File: config.mk
export PLATFORM = sky130hd
export DESIGN_NAME = usec_timebase
export DESIGN_NICKNAME = d
export VERILOG_FILES = /design/src/rtl/usec_timebase_pkg.sv /design/src/rtl/usec_tick_div.sv /design/src/rtl/usec_counter.sv /design/src/rtl/usec_line_filter.sv /design/src/rtl/usec_timebase.sv
export SDC_FILE = /design/constraint.sdc
export NUM_CORES = 1
export LEC_CHECK = 0
export BUFFER_PORTS_ARGS = -buffer_cell sky130_fd_sc_hd__buf_2
export CORE_MARGIN = 10
export CORE_UTILIZATION = 40
export DETAILED_ROUTE_END_ITERATION = 16
export GPL_ROUTABILITY_DRIVEN = 0
export HOLD_SLACK_MARGIN = 0.03
export PLACE_DENSITY = 0.63
export SKIP_LAST_GASP = 1
export SYNTH_ARGS = -nofsm -noshare
export SYNTH_HDL_FRONTEND = slang
export SYNTH_SLANG_ARGS = --single-unit
File: constraint.sdc
create_clock -name clk -period 2.4 [get_ports clk]
set_input_delay 0.12 -clock clk [delete_from_list [all_inputs] [get_ports clk]]
set_output_delay 0.12 -clock clk [all_outputs]
set_load 0.005 [all_outputs]
File: src/rtl/usec_timebase_pkg.sv
package usec_timebase_pkg;
  localparam int FILT_MIN  = 8;
  localparam int FILT_MAX  = 88;
  localparam int FILT_LSBS = 3;  // widths are multiples of 2**FILT_LSBS
  localparam int RUN_W     = $clog2(FILT_MAX + 1);
endpackage

File: src/rtl/usec_tick_div.sv
module usec_tick_div #(
  parameter int DIV_W = 8
) (
  input  logic             clk,
  input  logic             rst,
  input  logic [DIV_W-1:0] div_val,
  output logic             tick
);
  logic [DIV_W-1:0] phase;
  logic [DIV_W-1:0] last_phase;

  always_comb last_phase = (div_val <= DIV_W'(1)) ? '0 : div_val - DIV_W'(1);

  always_ff @(posedge clk) begin
    if (rst) begin
      phase <= '0;
      tick  <= 1'b0;
    end else if (phase >= last_phase) begin
      phase <= '0;
      tick  <= 1'b1;
    end else begin
      phase <= phase + DIV_W'(1);
      tick  <= 1'b0;
    end
  end

  AST_TICK_EVERY_CYCLE: assert property (@(posedge clk) disable iff (rst)
    (div_val <= DIV_W'(1)) |=> tick);
  AST_TICK_SINGLE: assert property (@(posedge clk) disable iff (rst)
    (tick && div_val > DIV_W'(1)) |=> !tick);
endmodule

File: src/rtl/usec_counter.sv
module usec_counter #(
  parameter int CNT_W = 32
) (
  input  logic             clk,
  input  logic             rst,
  input  logic             tick,
  output logic [CNT_W-1:0] count
);
  always_ff @(posedge clk) begin
    if (rst)       count <= '0;
    else if (tick) count <= count + CNT_W'(1);
  end

  AST_HOLD_NO_TICK: assert property (@(posedge clk) disable iff (rst)
    !tick |=> $stable(count));
  AST_WRAP_ZERO: assert property (@(posedge clk) disable iff (rst)
    (tick && count == '1) |=> (count == '0));
endmodule

File: src/rtl/usec_line_filter.sv
module usec_line_filter
  import usec_timebase_pkg::*;
#(
  parameter int FW_W = 8
) (
  input  logic            clk,
  input  logic            rst,
  input  logic [FW_W-1:0] filt_width,
  input  logic            line_raw,
  output logic            line_filt
);
  logic             s_meta, s_line;
  logic [FW_W-1:0]  rounded;
  logic [RUN_W-1:0] eff_w, run, run_nxt;

  always_comb begin
    rounded = filt_width & ~FW_W'((1 << FILT_LSBS) - 1);
    if (rounded < FW_W'(FILT_MIN))      eff_w = RUN_W'(FILT_MIN);
    else if (rounded > FW_W'(FILT_MAX)) eff_w = RUN_W'(FILT_MAX);
    else                                eff_w = RUN_W'(rounded);
    run_nxt = run + RUN_W'(1);
  end

  always_ff @(posedge clk) begin
    if (rst) begin
      s_meta    <= 1'b0;
      s_line    <= 1'b0;
      run       <= '0;
      line_filt <= 1'b0;
    end else begin
      s_meta <= line_raw;
      s_line <= s_meta;
      if (s_line == line_filt) begin
        run <= '0;
      end else if (run_nxt >= eff_w) begin
        line_filt <= s_line;
        run       <= '0;
      end else begin
        run <= run_nxt;
      end
    end
  end

  always @(posedge clk)
    if (!rst)
      AST_WIDTH_LEGAL: assert (eff_w >= RUN_W'(FILT_MIN) && eff_w <= RUN_W'(FILT_MAX)
                               && eff_w[FILT_LSBS-1:0] == '0);
  AST_HOLD_WHEN_MATCH: assert property (@(posedge clk) disable iff (rst)
    (s_line == line_filt) |=> $stable(line_filt));
endmodule

File: src/rtl/usec_timebase.sv
module usec_timebase #(
  parameter int DIV_W = 8,
  parameter int FW_W  = 8,
  parameter int CNT_W = 32
) (
  input  logic             clk,
  input  logic             rst,
  input  logic [DIV_W-1:0] div_val,
  input  logic [FW_W-1:0]  filt_width,
  input  logic             line_raw,
  output logic             tick,
  output logic [CNT_W-1:0] usec_count,
  output logic             line_filt
);
  usec_tick_div #(.DIV_W(DIV_W)) u_div (
    .clk(clk), .rst(rst), .div_val(div_val), .tick(tick));

  usec_counter #(.CNT_W(CNT_W)) u_cnt (
    .clk(clk), .rst(rst), .tick(tick), .count(usec_count));

  usec_line_filter #(.FW_W(FW_W)) u_filt (
    .clk(clk), .rst(rst), .filt_width(filt_width),
    .line_raw(line_raw), .line_filt(line_filt));

  AST_RESET_CLEAR: assert property (@(posedge clk)
    rst |=> (!tick && usec_count == '0 && !line_filt));
endmodule

---- Word-level counts from Yosys, hierarchy flattened ----
Cells that the tools add are included.
storage, ports and cells
  register bits after elaboration ......... 51
  output and inout port bits .............. 34
  input bits .............................. 19
cells by class
  reductions and logical operators ........ 3
  eq/ne operators ......................... 1
  bitwise gates (word level) .............. 1
  magnitude comparators ................... 5
  muxes and demuxes ....................... 4
  $add $sub $neg .......................... 4
operators with widths
  kind                   count
  $add 32x1->32 const B  1
  $mux 7                 2
  $add 8x1->8 const B    1
  $ge 8x8->1             1
  $gt 8x7->1 const B     1
  $le 8x1->1 const B     1
  $lt 8x4->1 const B     1
  $mux 8                 1
  $sub 8x1->8 const B    1
  $add 7x1->7 const B    1
  $ge 7x7->1             1
  $reduce_or 3->1        1
  $reduce_and 2->1       1
  $reduce_or 2->1        1
  $eq 1x1->1             1
  $mux 1                 1
  $not 1->1              1

---- Depth between registers and ports, before layout ----
Gate-level depths: netlist (run 1).
  word-level depth ........................ 5
  gate-level depth with buffers ........... 11
  gate-level depth less buffers ........... 11

---- Hierarchy ----
From an unflattened synthesis (run 1), not the netlist that was laid out.
unflattened totals
  cells, all modules ...................... 319
  area, all modules ....................... 2,836.5 µm²
by module, submodules not included
  module            cells an instance  seq. area each (µm²)  area an instance (µm²)  instances
  usec_counter      181                640.6                 1,564.0                 1
  usec_tick_div     82                 180.2                 749.5                   1
  usec_line_filter  56                 200.2                 523.0                   1

---- Least setup slack after synthesis (run 1) ----
OpenSTA, ideal clock, no wires.
  path kind ............................... input -> register
  from .................................... in div_val[5]
  to ...................................... reg u_div.phase[2]
  data required time ...................... 2.335 ns
  data arrival time ....................... 2.157 ns
  stages on the path ...................... 9
  buffers on the path ..................... 0
  library setup time ...................... 0.065 ns
  path slack .............................. 0.179 ns
  cells stage by stage .................... nor4_1 > o211ai_1 > and2_1 > ha_1 > nand2b_1 > a21o_1 > a211o_1 > a211o_1 > nor2_1
on the way
  longest elaborated chain between the ends .. 4
ends and longest elaborated chain
  what                                              line                 RTL
  start, declared                                   usec_timebase.sv:8   input logic [DIV_W-1:0] div_val,
  $sub 8x1->8 / $le 8x1->1 (equally long branches)  usec_tick_div.sv:12  always_comb last_phase = (div_val <= DIV_W'(1)) ? '0 : div_val - DIV_W'(1);
  $mux 8 (*)                                        usec_tick_div.sv:12
  $ge 8x8->1 (*)                                    usec_tick_div.sv:18  end else if (phase >= last_phase) begin
  $reduce_or 2->1 (no line) (*)                     -
  end signal, assigned                              usec_tick_div.sv:22  phase <= phase + DIV_W'(1);
  end, declared                                     usec_tick_div.sv:9   logic [DIV_W-1:0] phase;
Mark *: on every way between the ends. The rest lies on a longest branch, timed or not.
A chain may end at the register's enable or synchronous reset.

---- Worst setup path after layout (run 1) ----
  from .................................... reg u_filt.run[0]
  to ...................................... reg u_filt.run[5]
on the way
  longest elaborated chain between the ends .. 3
ends and longest elaborated chain
  what                         line                    RTL
  start, declared              usec_line_filter.sv:14  logic [RUN_W-1:0] eff_w, run, run_nxt;
  start signal, assigned       usec_line_filter.sv:39  run <= run_nxt;
  $add 7x1->7                  usec_line_filter.sv:21  run_nxt = run + RUN_W'(1);
  named net u_filt.run_nxt[4]  usec_line_filter.sv:14
  $ge 7x7->1                   usec_line_filter.sv:35  end else if (run_nxt >= eff_w) begin
  $reduce_or 3->1 (no line)    -
The timed path passes the listed nets, and every way through them passes these cells.

==> metrics.txt, run 1 <==
placeable core region=0.00635 mm²; clock network fraction of design power=34.1%; final instance area=0.00310 mm²; total of fill cells in the finished design=approximately 620; wire length of the first global-routing pass=9700 µm; setup repair after global routing missed its margin=false; core occupancy in the finished layout=48.8%; area leader, netlist=sky130_fd_sc_hd__dfxtp_1; Setup Skew=7.18 ps; worst setup slack for register-to-register paths=between 150 and 200 ps; area taken by multi-input logic gates=between 0.0015 and 0.002 mm²; cell count of the worst reg-to-reg path=9; antenna fix cells=0; static power due to leakage=1.36 nW; Longest Clk Path Bufs=2; min-delay worst type=input port to register; number of standard cells after synthesis=310; via count of the first global-routing pass=2104; Mapped Nets=346; maximum achievable frequency=around 450 MHz; Die Footprint=0.0101 mm²; share of the clock period used by the worst path after layout=92.9%; Clock Pin Slew Worst Setup and Hold Paths=100 ps; Routed WL=~5600 µm; Skew-Pair Late Insertion Delay=300 ps; main combinational cell family by area after synthesis=simple AND/OR/NAND/NOR gates; category of the worst setup path capture point=register; outcome=complete, no violations; number of synthesized flops with an enable pin=0; Avg Vias per Cell=4.96; Worst Path Arrival=approximately 2500 ps; maximum number of pins on one net before global-route repair=26; worst hold slack=about 240 ps; area share of the leading cell type in the synthesized netlist=39.2%; Net Switching=352 µW; worst-path fanout max=7; Max stage delay on crit path=about 430 ps; GRT Total Usage=11.5%; hold violation count in the final report=0; post-route minimum period=2230 ps; most instantiated flip-flop cell in the synthesis netlist=sky130_fd_sc_hd__dfxtp_1; I/O pin total=53; xor/xnor cell area share of the yosys netlist=13.1%; sequential share of the synthesized area=~39%; IO Port Bufs=49; area of all sequential standard cells=between 0.001 and 0.0015 mm²; sequence of cells on the critical path=ha_1 > nand3_1 > xnor2_2 > ha_1 > and4_1 > nor3_1 > o21ai_0 > or3_4 > nor2b_1; maximum VDD drop=about 0.24 mV; buffers inserted by post-CTS timing repair=0; async set-reset flop share out of synthesis=0%; Detail Placement HPWL=4360 µm; total of warnings raised by yosys=0; number of nets with antenna violations after detailed routing=0; max-slew violation count=0; switching share of total power=24.1%; max-slew headroom at the worst pin=69.7%; terminus of the critical flop-to-flop path=u_filt.run[5]$_SDFF_PP0_; starting DRC count in detailed routing=46; global route total overflow=0; internal portion of total power=1.11 mW; Die Width=around 100 µm; CTS tree=built; biggest area contributors in the synthesized netlist=sky130_fd_sc_hd__dfxtp_1 (39%), sky130_fd_sc_hd__ha_1 (8.2%), sky130_fd_sc_hd__xnor2_1 (6.7%); power density over the cells=roughly 470 mW/mm²; area share of and/or/nand/nor cells after synthesis=29.8%; number of levels the H-tree was split into=2; effective utilization at floorplan=41.0%; data required time at the worst endpoint=2640 ps; crit path launch type=register; vias post-DR=2214; Seq pwr share=59.1%; Die H=101 µm; first-pass iteration count of the detailed router=4; number of clock buffers inserted by TritonCTS=5; arithmetic-cell share of the synthesized area counting full adders, half adders and majority gates=8.16%; post-synth design cell area=around 0.0026 mm²; number of antenna violations at the first check in global routing=0; Worst Hold Endpoint=u_cnt.count[20]$_SDFFE_PP0P_; Routed wire per std cell=roughly 13 µm; multiplexer fraction of the synthesized cell area=1.20%; slowest stage cell on the critical path=sky130_fd_sc_hd__or3_4; count of maximum capacitance violations=0; cell depth of the worst hold path=2; crit path kind=register to register; number of nets at the end of the flow=404; Setup-failing EPs final=0; launch point of the worst reg-to-reg path=u_filt.run[0]$_SDFF_PP0_; flip-flop and latch count after synthesis=a little over 50; number of remaining DRC errors=0; average cell area after synthesis=roughly 8.4 µm²; dominant cell type by count on the critical path=sky130_fd_sc_hd__ha_1; Cell variety after synth=31; fraction of layout instances using a drive strength above 1=20.1%; Root Buffer=sky130_fd_sc_hd__clkbuf_8; post-place instance area=0.00299 mm²; fraction of the mapped netlist area in compound gates=under 10%; clock tree sinks=51; actual transition at the worst max-transition pin=approximately 450 ps; Area growth syn-to-layout=18.9%; hold path startpoint=rst; Placement Rows=29; Comb pwr share=under 10%
==> cell usage in the layout, fill, tap and decap left out <==
cell type                        n
sky130_fd_sc_hd__o211ai_1        1
sky130_fd_sc_hd__a211o_1         2
sky130_fd_sc_hd__xnor2_2         1
sky130_fd_sc_hd__and2_1          2
sky130_fd_sc_hd__nand3_1        17
sky130_fd_sc_hd__or4_1           1
sky130_fd_sc_hd__nand4_1         7
sky130_fd_sc_hd__and3_1         11
sky130_fd_sc_hd__or3_1           9
sky130_fd_sc_hd__inv_6           1
sky130_fd_sc_hd__nor2b_1         7
sky130_fd_sc_hd__a21o_1          3
sky130_fd_sc_hd__inv_1           6
sky130_fd_sc_hd__nand2b_1        3
sky130_fd_sc_hd__dlygate4sd3_1   1
sky130_fd_sc_hd__or3_4           1
sky130_fd_sc_hd__mux2i_1         2
sky130_fd_sc_hd__clkinv_2        2
sky130_fd_sc_hd__nor4_1          8
sky130_fd_sc_hd__nand2_1        28
sky130_fd_sc_hd__a21oi_1        12
sky130_fd_sc_hd__xnor2_1        19
sky130_fd_sc_hd__dfxtp_1        49
sky130_fd_sc_hd__ha_1           17
sky130_fd_sc_hd__dfxtp_2         2
sky130_fd_sc_hd__mux2_2          1
sky130_fd_sc_hd__buf_2          49
sky130_fd_sc_hd__nor3_1          8
sky130_fd_sc_hd__nand4b_1        1
sky130_fd_sc_hd__clkbuf_8        5
sky130_fd_sc_hd__xor2_1         19
sky130_fd_sc_hd__nor2_1         46
sky130_fd_sc_hd__and2_0          1
sky130_fd_sc_hd__nand2_2         1
sky130_fd_sc_hd__buf_4          11
sky130_fd_sc_hd__and4_1          5
sky130_fd_sc_hd__o21ai_0        10
==> cells in the mapped netlist (all sizes together), types with 5 or more instances <==
cell / instances
o21ai: 10
nor2: 46
ha: 17
and3: 11
or3: 10
xor2: 19
nand3: 17
nor3: 8
nand2: 29
dfxtp: 51
nand4: 7
and4: 5
nor4: 8
xnor2: 20
clkbuf: 7
inv: 6
a21oi: 12
nor2b: 7
==> stage by stage <==
step,setup TNS [ps],instances,worst slack [ps],power (mW)
5_1_grt,0,446,7.46,1.53
4_1_cts,0,446,40.4,1.48
3_3_place_gp,0,437,6.81,0.977
2_1_floorplan,0,310,179,0.943
6_report,0,446,170,1.46
3_5_place_dp,-243,437,-39.6,0.980
==> final cells by class <==
type / instances / area share, %
flip-flops and latches: 51 / 33.0
well taps: 77 / 3.11
clock buffers: 5 / 2.22
inverters: 6 / 0.727
multi-input cells: 243 / 49.4
clock inverters: 3 / 0.606
repair buffers: 61 / 10.9
==> flip-flops by register name (all words and copies together) (netlist names) <==
register and flops:
u_cnt.count 32, u_div.phase 8, u_filt.run 7, u_div.tick 1
u_filt.line_filt 1, u_filt.s_line 1, u_filt.s_meta 1
==> worst max-delay path by stage <==
stage                                      endpoint                      from
final                      u_filt.run[5]$_SDFF_PP0_  u_filt.run[0]$_SDFF_PP0_
after detailed placement  u_div.phase[2]$_SDFF_PP0_                div_val[5]
after floorplan           u_div.phase[2]$_SDFF_PP0_                div_val[5]
after global routing       u_filt.run[5]$_SDFF_PP0_  u_filt.run[0]$_SDFF_PP0_
after CTS                  u_filt.run[5]$_SDFF_PP0_  u_filt.run[0]$_SDFF_PP0_
after global placement    u_div.phase[7]$_SDFF_PP0_                div_val[5]
==> critical path, delay by kind of cell (launching register included) <==
family / cells / cell delay (ps)
and+or+nand+nor: 5 / 1060
adders and majority gates: 2 / 450
DFF: 1 / 360
xor gates and xnor gates: 1 / 160
AOI/OAI and AO/OA: 1 / 150
==> metal layers <==
metal  vias to the layer above  share of wire (%)  GRT usage (%)
li1                       1180                  -              -
met4                         0                1.6           5.22
met5                         -                  0              0
met1                       992                 49           14.8
met3                         5                4.2           2.81
met2                        37                 45           17.4
==> power by group through the flow <==
| stage | combinational (mW) | clock [mW] | sequential, mW |
|---|---|---|---|
| final | 0.0991 | 0.498 | 0.862 |
| after global routing | 0.114 | 0.556 | 0.864 |
| after CTS | 0.100 | 0.519 | 0.862 |
| after detailed placement | 0.0986 | 0 | 0.881 |
| after global placement | 0.0965 | 0 | 0.881 |
| after floorplan | 0.0644 | 0 | 0.879 |
==> logic make-up after synthesis <==
logic type,after synthesis
simple gates,156
flops,51
xor+xnor,39
compound gates,28
fa+ha+maj,17
buf+inv,16
mux,3
==> what timing repair did <==
item	4_1_cts	5_1_grt
hold endpoints to repair	1	0
resized for setup	0	4
endpoints found under the setup margin	0	7
hold buffers	1	0
No activity file was read; power rests on OpenSTA's default activity.
==> run 2: changes to the inputs <==
ABC_CLOCK_PERIOD_IN_PS = 2400   (was unset)
BUFFER_PORTS_ARGS = -buffer_cell sky130_fd_sc_hd__buf_4   (was -buffer_cell sky130_fd_sc_hd__buf_2)
CORE_MARGIN = unset   (was 10)
==> metrics.txt, run 2 (synthesis results as in run 1) <==
post-route setup slack=approximately 170 ps; DP Worst Slack=-48.6 ps; worst-path fanout max=7; vias post-DR=2209; first-pass iteration count of the detailed router=4; maximum number of pins on one net before global-route repair=40; fraction of layout instances using a drive strength above 1=18.5%; area taken by multi-input logic gates=0.00153 mm²; setup repair after global routing missed its margin=false; internal portion of total power=around 1.3 mW; starting DRC count in detailed routing=76; Setup Skew=9.50 ps; area of all sequential standard cells=0.00102 mm²; met1 capacity usage during global routing=21.3%; core occupancy in the finished layout=51.0%; static power due to leakage=1.36 nW; power density over the cells=520 mW/mm²; effective utilization at floorplan=41.3%; Gates resized, CTS repair=0; clock network fraction of design power=42.4%; CTS tree=built; Max stage delay on crit path=roughly 430 ps; count of maximum capacitance violations=0; Worst Path Arrival=2480 ps; Detail Placement HPWL=3720 µm; max-slew headroom at the worst pin=71.3%; via count of the first global-routing pass=1854; Die H=82.7 µm; IO Port Bufs=49; crit path launch type=register; Routed wire per std cell=11.6 µm; number of nets at the end of the flow=398; GR Layer Usage met2=24.4%; min-delay worst type=input port to register; crit path kind=register to register; Worst Hold Endpoint=u_filt.s_meta$_SDFF_PP0_; outcome=complete, no violations; total chip power=between 1.5 and 2 mW; top register by number of flip-flops=u_cnt.count; Net Switching=between 300 and 400 µW; Skew-Pair Late Insertion Delay=310 ps; GRT Total Usage=15.7%; placeable core region=around 0.0063 mm²; terminus of the critical flop-to-flop path=u_filt.run[6]$_SDFF_PP0_; share of the clock period used by the worst path after layout=92.9%; post-place instance area=0.00307 mm²; global route total overflow=0; met3 Use GR=around 3.6%; cts-stage hold buffer count=0; worst setup slack for register-to-register paths=around 170 ps; Setup-failing EPs final=0; max-slew violation count=0; cell depth of the worst hold path=2; number of antenna violations at the first check in global routing=0; Routed WL=5110 µm; category of the worst setup path capture point=register; Seq pwr share=51.5%; maximum VDD drop=0.293 mV; final instance area=0.00322 mm²; Area growth syn-to-layout=23.6%; maximum achievable frequency=449 MHz; Avg Vias per Cell=approximately 5; layer with the highest usage after global routing=met2; hold path startpoint=line_raw; Placement Rows=29; antenna fix cells=0; Die Width=82.7 µm; wire length of the first global-routing pass=8300 µm; buffers inserted by post-CTS timing repair=0; number of flip-flops under the largest register name=32; Longest Clk Path Bufs=2; most common cell after layout, fill and taps aside=sky130_fd_sc_hd__buf_4; I/O pin total=between 50 and 60; top library cells by usage in the layout, fill and taps aside=sky130_fd_sc_hd__buf_4 (55), sky130_fd_sc_hd__dfxtp_1 (51), sky130_fd_sc_hd__nor2_1 (46); data required time at the worst endpoint=approximately 2700 ps; dominant cell type by count on the critical path=sky130_fd_sc_hd__ha_1; leading registers by flop count=u_cnt.count (32), u_div.phase (8), u_filt.run (7); Die Footprint=0.00684 mm²; post-route minimum period=around 2200 ps; launch point of the worst reg-to-reg path=u_filt.run[0]$_SDFF_PP0_; number of remaining DRC errors=0; number of levels the H-tree was split into=2; number of clock buffers inserted by TritonCTS=5; total of fill cells in the finished design=613; number of nets with antenna violations after detailed routing=0; cell count of the worst reg-to-reg path=9; clock tree sinks=51; Comb pwr share=under 10%; Root Buffer=sky130_fd_sc_hd__clkbuf_8; sequence of cells on the critical path=ha_1 > nand3_1 > xnor2_2 > ha_1 > and4_1 > nor3_1 > o21ai_0 > or3_4 > nor2b_1; slowest stage cell on the critical path=sky130_fd_sc_hd__or3_4; switching share of total power=about a fifth; Clock Pin Slew Worst Setup and Hold Paths=~100 ps; hold violation count in the final report=0; actual transition at the worst max-transition pin=around 430 ps
-- run 2: cell count changes in the layout (fill, tap and decap cells not counted), sizes merged --
cell	before	now
dlygate4sd3	1	0
clkinvlp	0	1
bufinv	0	2
clkinv	2	0
inv	7	6
buf	60	55
-- run 2: worst max-delay path by stage --
stage,start,endpoint,slack (ps),cells after the start
after floorplan,div_val[5],u_div.phase[2]$_SDFF_PP0_,180,9
after global placement,div_val[5],u_div.phase[6]$_SDFF_PP0_,-10,10
after detailed placement,div_val[5],u_div.phase[2]$_SDFF_PP0_,-50,10
after CTS,u_filt.run[0]$_SDFF_PP0_,u_filt.run[6]$_SDFF_PP0_,70,9
after global routing,u_filt.run[0]$_SDFF_PP0_,u_filt.run[6]$_SDFF_PP0_,5,10
final,u_filt.run[0]$_SDFF_PP0_,u_filt.run[6]$_SDFF_PP0_,170,9
-- run 2: power groups by stage --
| stage | clock network (mW) | logic [mW] | registers [mW] |
|---|---|---|---|
| 6_report | 0.710 | 0.102 | 0.862 |
| 5_1_grt | 0.765 | 0.119 | 0.863 |
| 3_3_place_gp | 0 | 0.101 | 0.881 |
| 2_1_floorplan | 0 | 0.0644 | 0.879 |
| 4_1_cts | 0.732 | 0.104 | 0.861 |
| 3_5_place_dp | 0 | 0.103 | 0.881 |
-- run 2: metal layers --
layer	wire [µm]	share of wire, %	up-vias
met5	0	0	-
met4	57	1.1	0
met3	237	4.6	7
met2	2180	43	46
met1	2630	51	987
li1	-	-	1169
-- run 2: final cells by class --
class / instances / area share, %
clock buffer: 5 / 2.14
clock inverter: 3 / 2.10
inverter: 6 / 0.699
multi-input combinational: 243 / 47.6
sequential: 51 / 31.7
tap: 77 / 2.99
timing repair buffer: 55 / 12.8
-- run 2: critical path, delay by kind of cell, from the launching register on --
kind	cells	cell delay, ps
AOI/OAI and AO/OA	1	140
xor gates and xnor gates	1	160
adders and majority gates	2	460
DFF	1	380
and+or+nand+nor	5	1040
-- run 2: through the flow --
| stage | TNS [ps] | cells | hold slack (ps) |
|---|---|---|---|
| floorplan | 0 | 310 | 248 |
| global placement | -60.7 | 432 | 350 |
| detailed placement | -303 | 432 | 358 |
| CTS | 0 | 440 | 39.5 |
| global route | 0 | 440 | 41.6 |
| finish | 0 | 440 | 38.6 |
